## src/rtl/wdt_pkg.sv

```systemverilog
`timescale 1ns/1ps
package wdt_pkg;
  localparam int          WDT_CNT_W      = 4;
  localparam int          WDT_DUR_TICKS  = 8;
  localparam int          WDT_AW         = 8;
  localparam int          WDT_DW         = 8;
  localparam logic [7:0]  WDT_RESTART_AD = 8'h21;
  localparam logic [7:0]  WDT_STATUS_AD  = 8'h1F;
  localparam int          WDT_FLAG_BIT   = 6;

  typedef struct packed {
    logic restart;
    logic flag_clr;
  } wdt_cmd_t;
endpackage

```

## src/rtl/wdt_regif.sv

```systemverilog
`timescale 1ns/1ps
module wdt_regif
  import wdt_pkg::*;
#(
  parameter int            AW         = WDT_AW,
  parameter int            DW         = WDT_DW,
  parameter logic [AW-1:0] RESTART_AD = AW'(WDT_RESTART_AD),
  parameter logic [AW-1:0] STATUS_AD  = AW'(WDT_STATUS_AD),
  parameter int            FLAG_BIT   = WDT_FLAG_BIT
) (
  input  logic          clk,
  input  logic          rst_n,
  input  logic          we_i,
  input  logic [AW-1:0] addr_i,
  input  logic [DW-1:0] wdata_i,
  input  logic          set_flag_i,
  output wdt_cmd_t      cmd_o,
  output logic          flag_o,
  output logic [DW-1:0] rdata_o
);
  logic flag_q, flag_d;
  logic unused_wdata;

  assign unused_wdata = ^wdata_i;

  always_comb begin
    cmd_o.restart  = we_i && (addr_i == RESTART_AD);
    cmd_o.flag_clr = we_i && (addr_i == STATUS_AD) && !wdata_i[FLAG_BIT];
  end

  always_comb begin
    flag_d = flag_q;
    if (set_flag_i)          flag_d = 1'b1;
    else if (cmd_o.flag_clr) flag_d = 1'b0;
  end

  always_ff @(posedge clk or negedge rst_n) begin
    if (!rst_n) flag_q <= 1'b0;
    else        flag_q <= flag_d;
  end

  always_comb begin
    rdata_o = '0;
    if (addr_i == STATUS_AD) rdata_o[FLAG_BIT] = flag_q;
  end

  assign flag_o = flag_q;
endmodule

```

## src/rtl/wdt_counter.sv

```systemverilog
`timescale 1ns/1ps
module wdt_counter
  import wdt_pkg::*;
#(
  parameter int CNT_W = WDT_CNT_W
) (
  input  logic clk,
  input  logic rst_n,
  input  logic tick_en_i,
  input  logic restart_i,
  input  logic hold_i,
  output logic expire_o
);
  localparam int MSB = CNT_W - 1;

  logic [CNT_W-1:0] cnt_q, cnt_d, cnt_inc;

  assign cnt_inc = cnt_q + 1'b1;

  always_comb begin
    expire_o = 1'b0;
    cnt_d    = cnt_q;
    if (hold_i || restart_i) begin
      cnt_d = '0;
    end else if (tick_en_i) begin
      if (!cnt_q[MSB] && cnt_inc[MSB]) begin
        expire_o = 1'b1;
        cnt_d    = '0;
      end else begin
        cnt_d = cnt_inc;
      end
    end
  end

  always_ff @(posedge clk or negedge rst_n) begin
    if (!rst_n) cnt_q <= '0;
    else        cnt_q <= cnt_d;
  end
endmodule

```

## src/rtl/wdt_pulse.sv

```systemverilog
`timescale 1ns/1ps
module wdt_pulse
  import wdt_pkg::*;
#(
  parameter int DUR_TICKS = WDT_DUR_TICKS
) (
  input  logic clk,
  input  logic rst_n,
  input  logic start_i,
  input  logic tick_en_i,
  output logic active_o,
  output logic strobe_o
);
  localparam int DUR_W = (DUR_TICKS > 1) ? $clog2(DUR_TICKS) : 1;
  localparam logic [DUR_W-1:0] DUR_LAST = DUR_W'(DUR_TICKS - 1);

  logic             act_q, act_d;
  logic             stb_q;
  logic [DUR_W-1:0] dur_q, dur_d;

  always_comb begin
    act_d = act_q;
    dur_d = dur_q;
    if (start_i) begin
      act_d = 1'b1;
      dur_d = '0;
    end else if (act_q && tick_en_i) begin
      if (dur_q == DUR_LAST) begin
        act_d = 1'b0;
        dur_d = '0;
      end else begin
        dur_d = dur_q + 1'b1;
      end
    end
  end

  always_ff @(posedge clk or negedge rst_n) begin
    if (!rst_n) begin
      act_q <= 1'b0;
      dur_q <= '0;
      stb_q <= 1'b0;
    end else begin
      act_q <= act_d;
      dur_q <= dur_d;
      stb_q <= start_i;
    end
  end

  assign active_o = act_q;
  assign strobe_o = stb_q;
endmodule

```

## src/rtl/wdt_reset_ctrl.sv

```systemverilog
`timescale 1ns/1ps
module wdt_reset_ctrl
  import wdt_pkg::*;
#(
  parameter int            CNT_W      = WDT_CNT_W,
  parameter int            DUR_TICKS  = WDT_DUR_TICKS,
  parameter int            AW         = WDT_AW,
  parameter int            DW         = WDT_DW,
  parameter logic [AW-1:0] RESTART_AD = AW'(WDT_RESTART_AD),
  parameter logic [AW-1:0] STATUS_AD  = AW'(WDT_STATUS_AD),
  parameter int            FLAG_BIT   = WDT_FLAG_BIT
) (
  input  logic          clk,
  input  logic          rst_n,
  input  logic          tick_i,
  input  logic          suspend_i,
  input  logic          bus_we_i,
  input  logic [AW-1:0] bus_addr_i,
  input  logic [DW-1:0] bus_wdata_i,
  output logic [DW-1:0] bus_rdata_o,
  output logic          wdt_rst_o,
  output logic          addr_clr_o,
  output logic          tx_en_o
);
  logic     rst_meta, rst_n_s;
  logic     tick_en, expire, active, flag;
  wdt_cmd_t cmd;

  always_ff @(posedge clk or negedge rst_n) begin
    if (!rst_n) begin
      rst_meta <= 1'b0;
      rst_n_s  <= 1'b0;
    end else begin
      rst_meta <= 1'b1;
      rst_n_s  <= rst_meta;
    end
  end

  assign tick_en = tick_i && !suspend_i;

  wdt_regif #(
    .AW(AW), .DW(DW), .RESTART_AD(RESTART_AD),
    .STATUS_AD(STATUS_AD), .FLAG_BIT(FLAG_BIT)
  ) u_regif (
    .clk        (clk),
    .rst_n      (rst_n_s),
    .we_i       (bus_we_i),
    .addr_i     (bus_addr_i),
    .wdata_i    (bus_wdata_i),
    .set_flag_i (expire),
    .cmd_o      (cmd),
    .flag_o     (flag),
    .rdata_o    (bus_rdata_o)
  );

  wdt_counter #(.CNT_W(CNT_W)) u_cnt (
    .clk       (clk),
    .rst_n     (rst_n_s),
    .tick_en_i (tick_en),
    .restart_i (cmd.restart),
    .hold_i    (active),
    .expire_o  (expire)
  );

  wdt_pulse #(.DUR_TICKS(DUR_TICKS)) u_pulse (
    .clk       (clk),
    .rst_n     (rst_n_s),
    .start_i   (expire),
    .tick_en_i (tick_en),
    .active_o  (active),
    .strobe_o  (addr_clr_o)
  );

  assign wdt_rst_o = active;
  assign tx_en_o   = !flag && !active;
endmodule

```

## config.mk

```make
export PLATFORM = sky130hd
export DESIGN_NAME = wdt_reset_ctrl
export DESIGN_NICKNAME = d
export VERILOG_FILES = /design/src/rtl/wdt_pkg.sv /design/src/rtl/wdt_regif.sv /design/src/rtl/wdt_counter.sv /design/src/rtl/wdt_pulse.sv /design/src/rtl/wdt_reset_ctrl.sv
export SDC_FILE = /design/constraint.sdc
export NUM_CORES = 1
export LEC_CHECK = 0
export CAP_MARGIN = 20
export CELL_PAD_IN_SITES_DETAIL_PLACEMENT = 1
export CELL_PAD_IN_SITES_GLOBAL_PLACEMENT = 1
export CORE_MARGIN = 2
export CORE_UTILIZATION = 46
export CTS_CLUSTER_DIAMETER = 30
export DETAILED_ROUTE_END_ITERATION = 6
export DONT_BUFFER_PORTS = 1
export PLACE_DENSITY = 0.86
export SLEW_MARGIN = 20
export SYNTH_ARGS = -nofsm -noshare
export SYNTH_HDL_FRONTEND = slang
export SYNTH_SLANG_ARGS = --single-unit
export TNS_END_PERCENT = 10
```

## constraint.sdc

```tcl
create_clock -name clk -period 2.03 [get_ports clk]
set_clock_uncertainty 0.15 [all_clocks]
set_input_delay 0.1015 -clock clk [delete_from_list [all_inputs] [get_ports clk]]
set_output_delay 0.1015 -clock clk [all_outputs]
set_load 0.03 [all_outputs]
```

==> metrics.csv <==
stage;metric;value;unit
worst_setup_path;crit_buf_inv;0;
layout;n_fill_cell;163;
routing;drtIter0Drc;10;
placement;dp.cells;78;
worst_setup_path;crit_path_top_delay_cell;dfrtp_1;
layout;fin_cells;85;
routing;drc;0;
worst_setup_path;crit_type;reg -> out;
layout;drive_gt1_share;14.3;%
timing;finalHoldViolations;1;
layout;design_area;731;um2
global_route;grt_remaining_overflow;0;
timing;finalSetupViolations;0;
global_route;grt_pass1_wl;2130;um
routing;wl_per_cell;15.2;um
timing;hold_ws;-4.40;ps
global_route;antenna_found_initial;0;
min_path;hp-start;bus_we_i;
routing;drt_first_pass_iters;3;
clock_tree;cts_buffers;3;
worst_setup_path;cp_max_fo;6;
global_route;gr-usage-all-layers;16.1;%
logic_synthesis;ys_async_sr_fraction;100;%
clock_tree;cts_root_buf;clkbuf_4;
routing;wl;1290;um
timing;layout_setup_ws;438;ps
clock_tree;ctsHtreeMaxLevel;1;
timing;worst_pin_slew;547;ps
layout;synthToLayoutAreaGrowth;9.36;%
floorplanning;die_w;42.1;um
outcome;violations;hold timing;
logic_synthesis;netlist_instances;63;
worst_setup_path;worst_path_largest_cell_delay;550;ps
logic_synthesis;ys_seq_elements;12;
worst_setup_path;crit_chain;nor2_1;
clock_tree;worstSkewPairLatency;280;ps
logic_synthesis;synth_seq_area_share;44.9;%
logic_synthesis;synth_cell_types;30;
clock_tree;path_clk_slew;70;ps
timing;layout_min_cycle_time;1590;ps
global_route;grt_pass1_vias;507;
power;vdd_drop_max;0.000502;V
clock_tree;cts_resized;0;
outcome;status;complete, but fails checks;
routing;via_count;505;
power;cellPowerDensity;1010;nW/um2
timing;rsz0062_at_grt;no;
layout;multiInputGateArea;334;um2
logic_synthesis;synth_area_per_cell;10.6;um2
logic_synthesis;yosys_most_used_dff;dfrtp_1;
clock_tree;cts.sinks;12;
placement;port_buffers;0;
routing;ant_nets;0;
worst_setup_path;rr_worst_depth;4;
global_route;grt_max_degree;11;
timing;final-max-slew-violation-count;0;
power;p_total;0.000734;W
floorplanning;start_util;50.1;%
placement;pre_cts_slack;509;ps
layout;regArea;300;um2
worst_setup_path;regToRegEndpoint;u_pulse.dur_q[0];
floorplanning;rows;13;
min_path;holdPathStages;3;
timing;period_share;78.4;%
worst_setup_path;endpoint_kind;primary output;
logic_synthesis;yosysWarnings;0;
worst_setup_path;cp.arrival;1340;ps
timing;fmax;0.628;GHz
worst_setup_path;reg2reg_slack;500;ps
worst_setup_path;cp_top_family;flip-flops;
placement;gp_congestion;0.749;
worst_setup_path;critPathLaunchType;flip-flop;
logic_synthesis;synth-edff-count;0;
floorplanning;core_area;1330;um2
routing;avgViaCountPerCell;5.94;
placement;dpl.hpwl;991;um
layout;nets;95;
min_path;hold-path-endpoint;u_regif.flag_o;
logic_synthesis;synth_area;668;um2
timing;relSlewSlack;63.4;%
clock_tree;cts_buffer_depth;2;
worst_setup_path;r2r-start;u_pulse.dur_q[0];
worst_setup_path;worst_ep_required_time;1780;ps
clock_tree;cts_tree;done;
placement;placed_area;664;um2
floorplanning;ios;32;
timing;tns;0;ps
floorplanning;chipHeight;42.1;um
min_path;min_path_type;in -> reg;
flow_run;drv_cap;0;
floorplanning;fp.dieArea;1770;um2
power;power.leakage;0.351;nW
layout;n_antenna_cell;0;
[per-layer routing]
| metal | share of wire (%) | track usage, % |
|---|---|---|
| met5 | 0 | 0 |
| met4 | 2.2 | 9.38 |
| met3 | 6.8 | 4.31 |
| met2 | 54 | 28.4 |
| met1 | 37 | 17.0 |
[report_power, final]
group,internal [W],switching [W]
combinational,0.0000817,0.0000971
sequential,0.000299,0.0000639
clock,0.000109,0.0000837
total,0.000490,0.000245
[cell usage after synthesis (all sizes together) (2+ instances only)]
cell type	number	area, um2
dfrtp	12	300
buf	7	52.6
a21oi	4	20.0
nor2	4	15.0
ha	3	37.5
nand2	3	11.3
nor4	3	31.3
conb	2	7.51
mux2i	2	20.0
nand2b	2	12.5
nand3	2	10.0
or3	2	12.5
[flip-flops by register name, indices dropped and copies added (netlist names)]
name and cells:
rst_meta 1, rst_n_s 1, u_cnt.cnt_q 4, u_pulse.active_o 1, u_pulse.dur_q 3, u_pulse.strobe_o 1, u_regif.flag_o 1
[metrics by stage]
step	hold slack, ps	util, %
floorplan	-344	-
global placement	-344	49.8
detailed placement	-344	49.8
CTS	14.6	54.8
global route	13.9	54.8
finish	-4.40	54.8
[area by class of cell]
type,count,share of cell area (%)
inverters,1,0.514
well taps,15,2.57
repair buffers,4,5.14
flip-flops and latches,12,41.1
multi-input cells,49,45.7
clock buffers,4,4.97
[worst max path at each step]
stage | startpoint | to | slack (ps) | cells after the start
2_1_floorplan | bus_addr_i[7] | bus_rdata_o[6] | 290 | 2
3_3_place_gp | u_pulse.dur_q[0] | u_pulse.dur_q[0] | 540 | 4
3_5_place_dp | u_pulse.dur_q[0] | u_pulse.dur_q[0] | 510 | 4
4_1_cts | u_pulse.active_o | tx_en_o | 430 | 1
5_1_grt | u_pulse.active_o | tx_en_o | 390 | 1
6_report | u_pulse.active_o | tx_en_o | 440 | 1
[kinds of logic after synthesis]
logic type | Yosys count | share of synthesized area (%)
other | 2 | 1.12
adder cells (fa/ha/maj) | 3 | 5.62
AND/OR/NAND/NOR | 22 | 22.1
XOR/XNOR | 1 | 1.31
AO/OA/AOI/OAI | 13 | 13.5
multiplexers | 2 | 3.00
flip-flops | 12 | 44.9
buffers and inverters | 8 | 8.43
[worst min-delay path, cell delays in order]
cell and delay [ps]:
nand2b_1 80, nor4_2 40, o22ai_1 140
[layout by cell type (no fill, tap or decap), types with 2 or more instances in the layout]
cell            n
or3_1           2
mux2i_1         2
dfrtp_1        12
nand2b_1        2
nand2_1         3
conb_1          8
a21oi_1         4
ha_1            3
clkbuf_4        3
nor4_2          2
nor2_1          4
nand3_1         2
dlygate4sd3_1   3
[what timing repair did]
action,in CTS,in global routing
endpoints found under the hold margin,4,0
setup buffers,0,0
hold buffers,3,0
No activity file was read; power rests on OpenSTA's default activity.
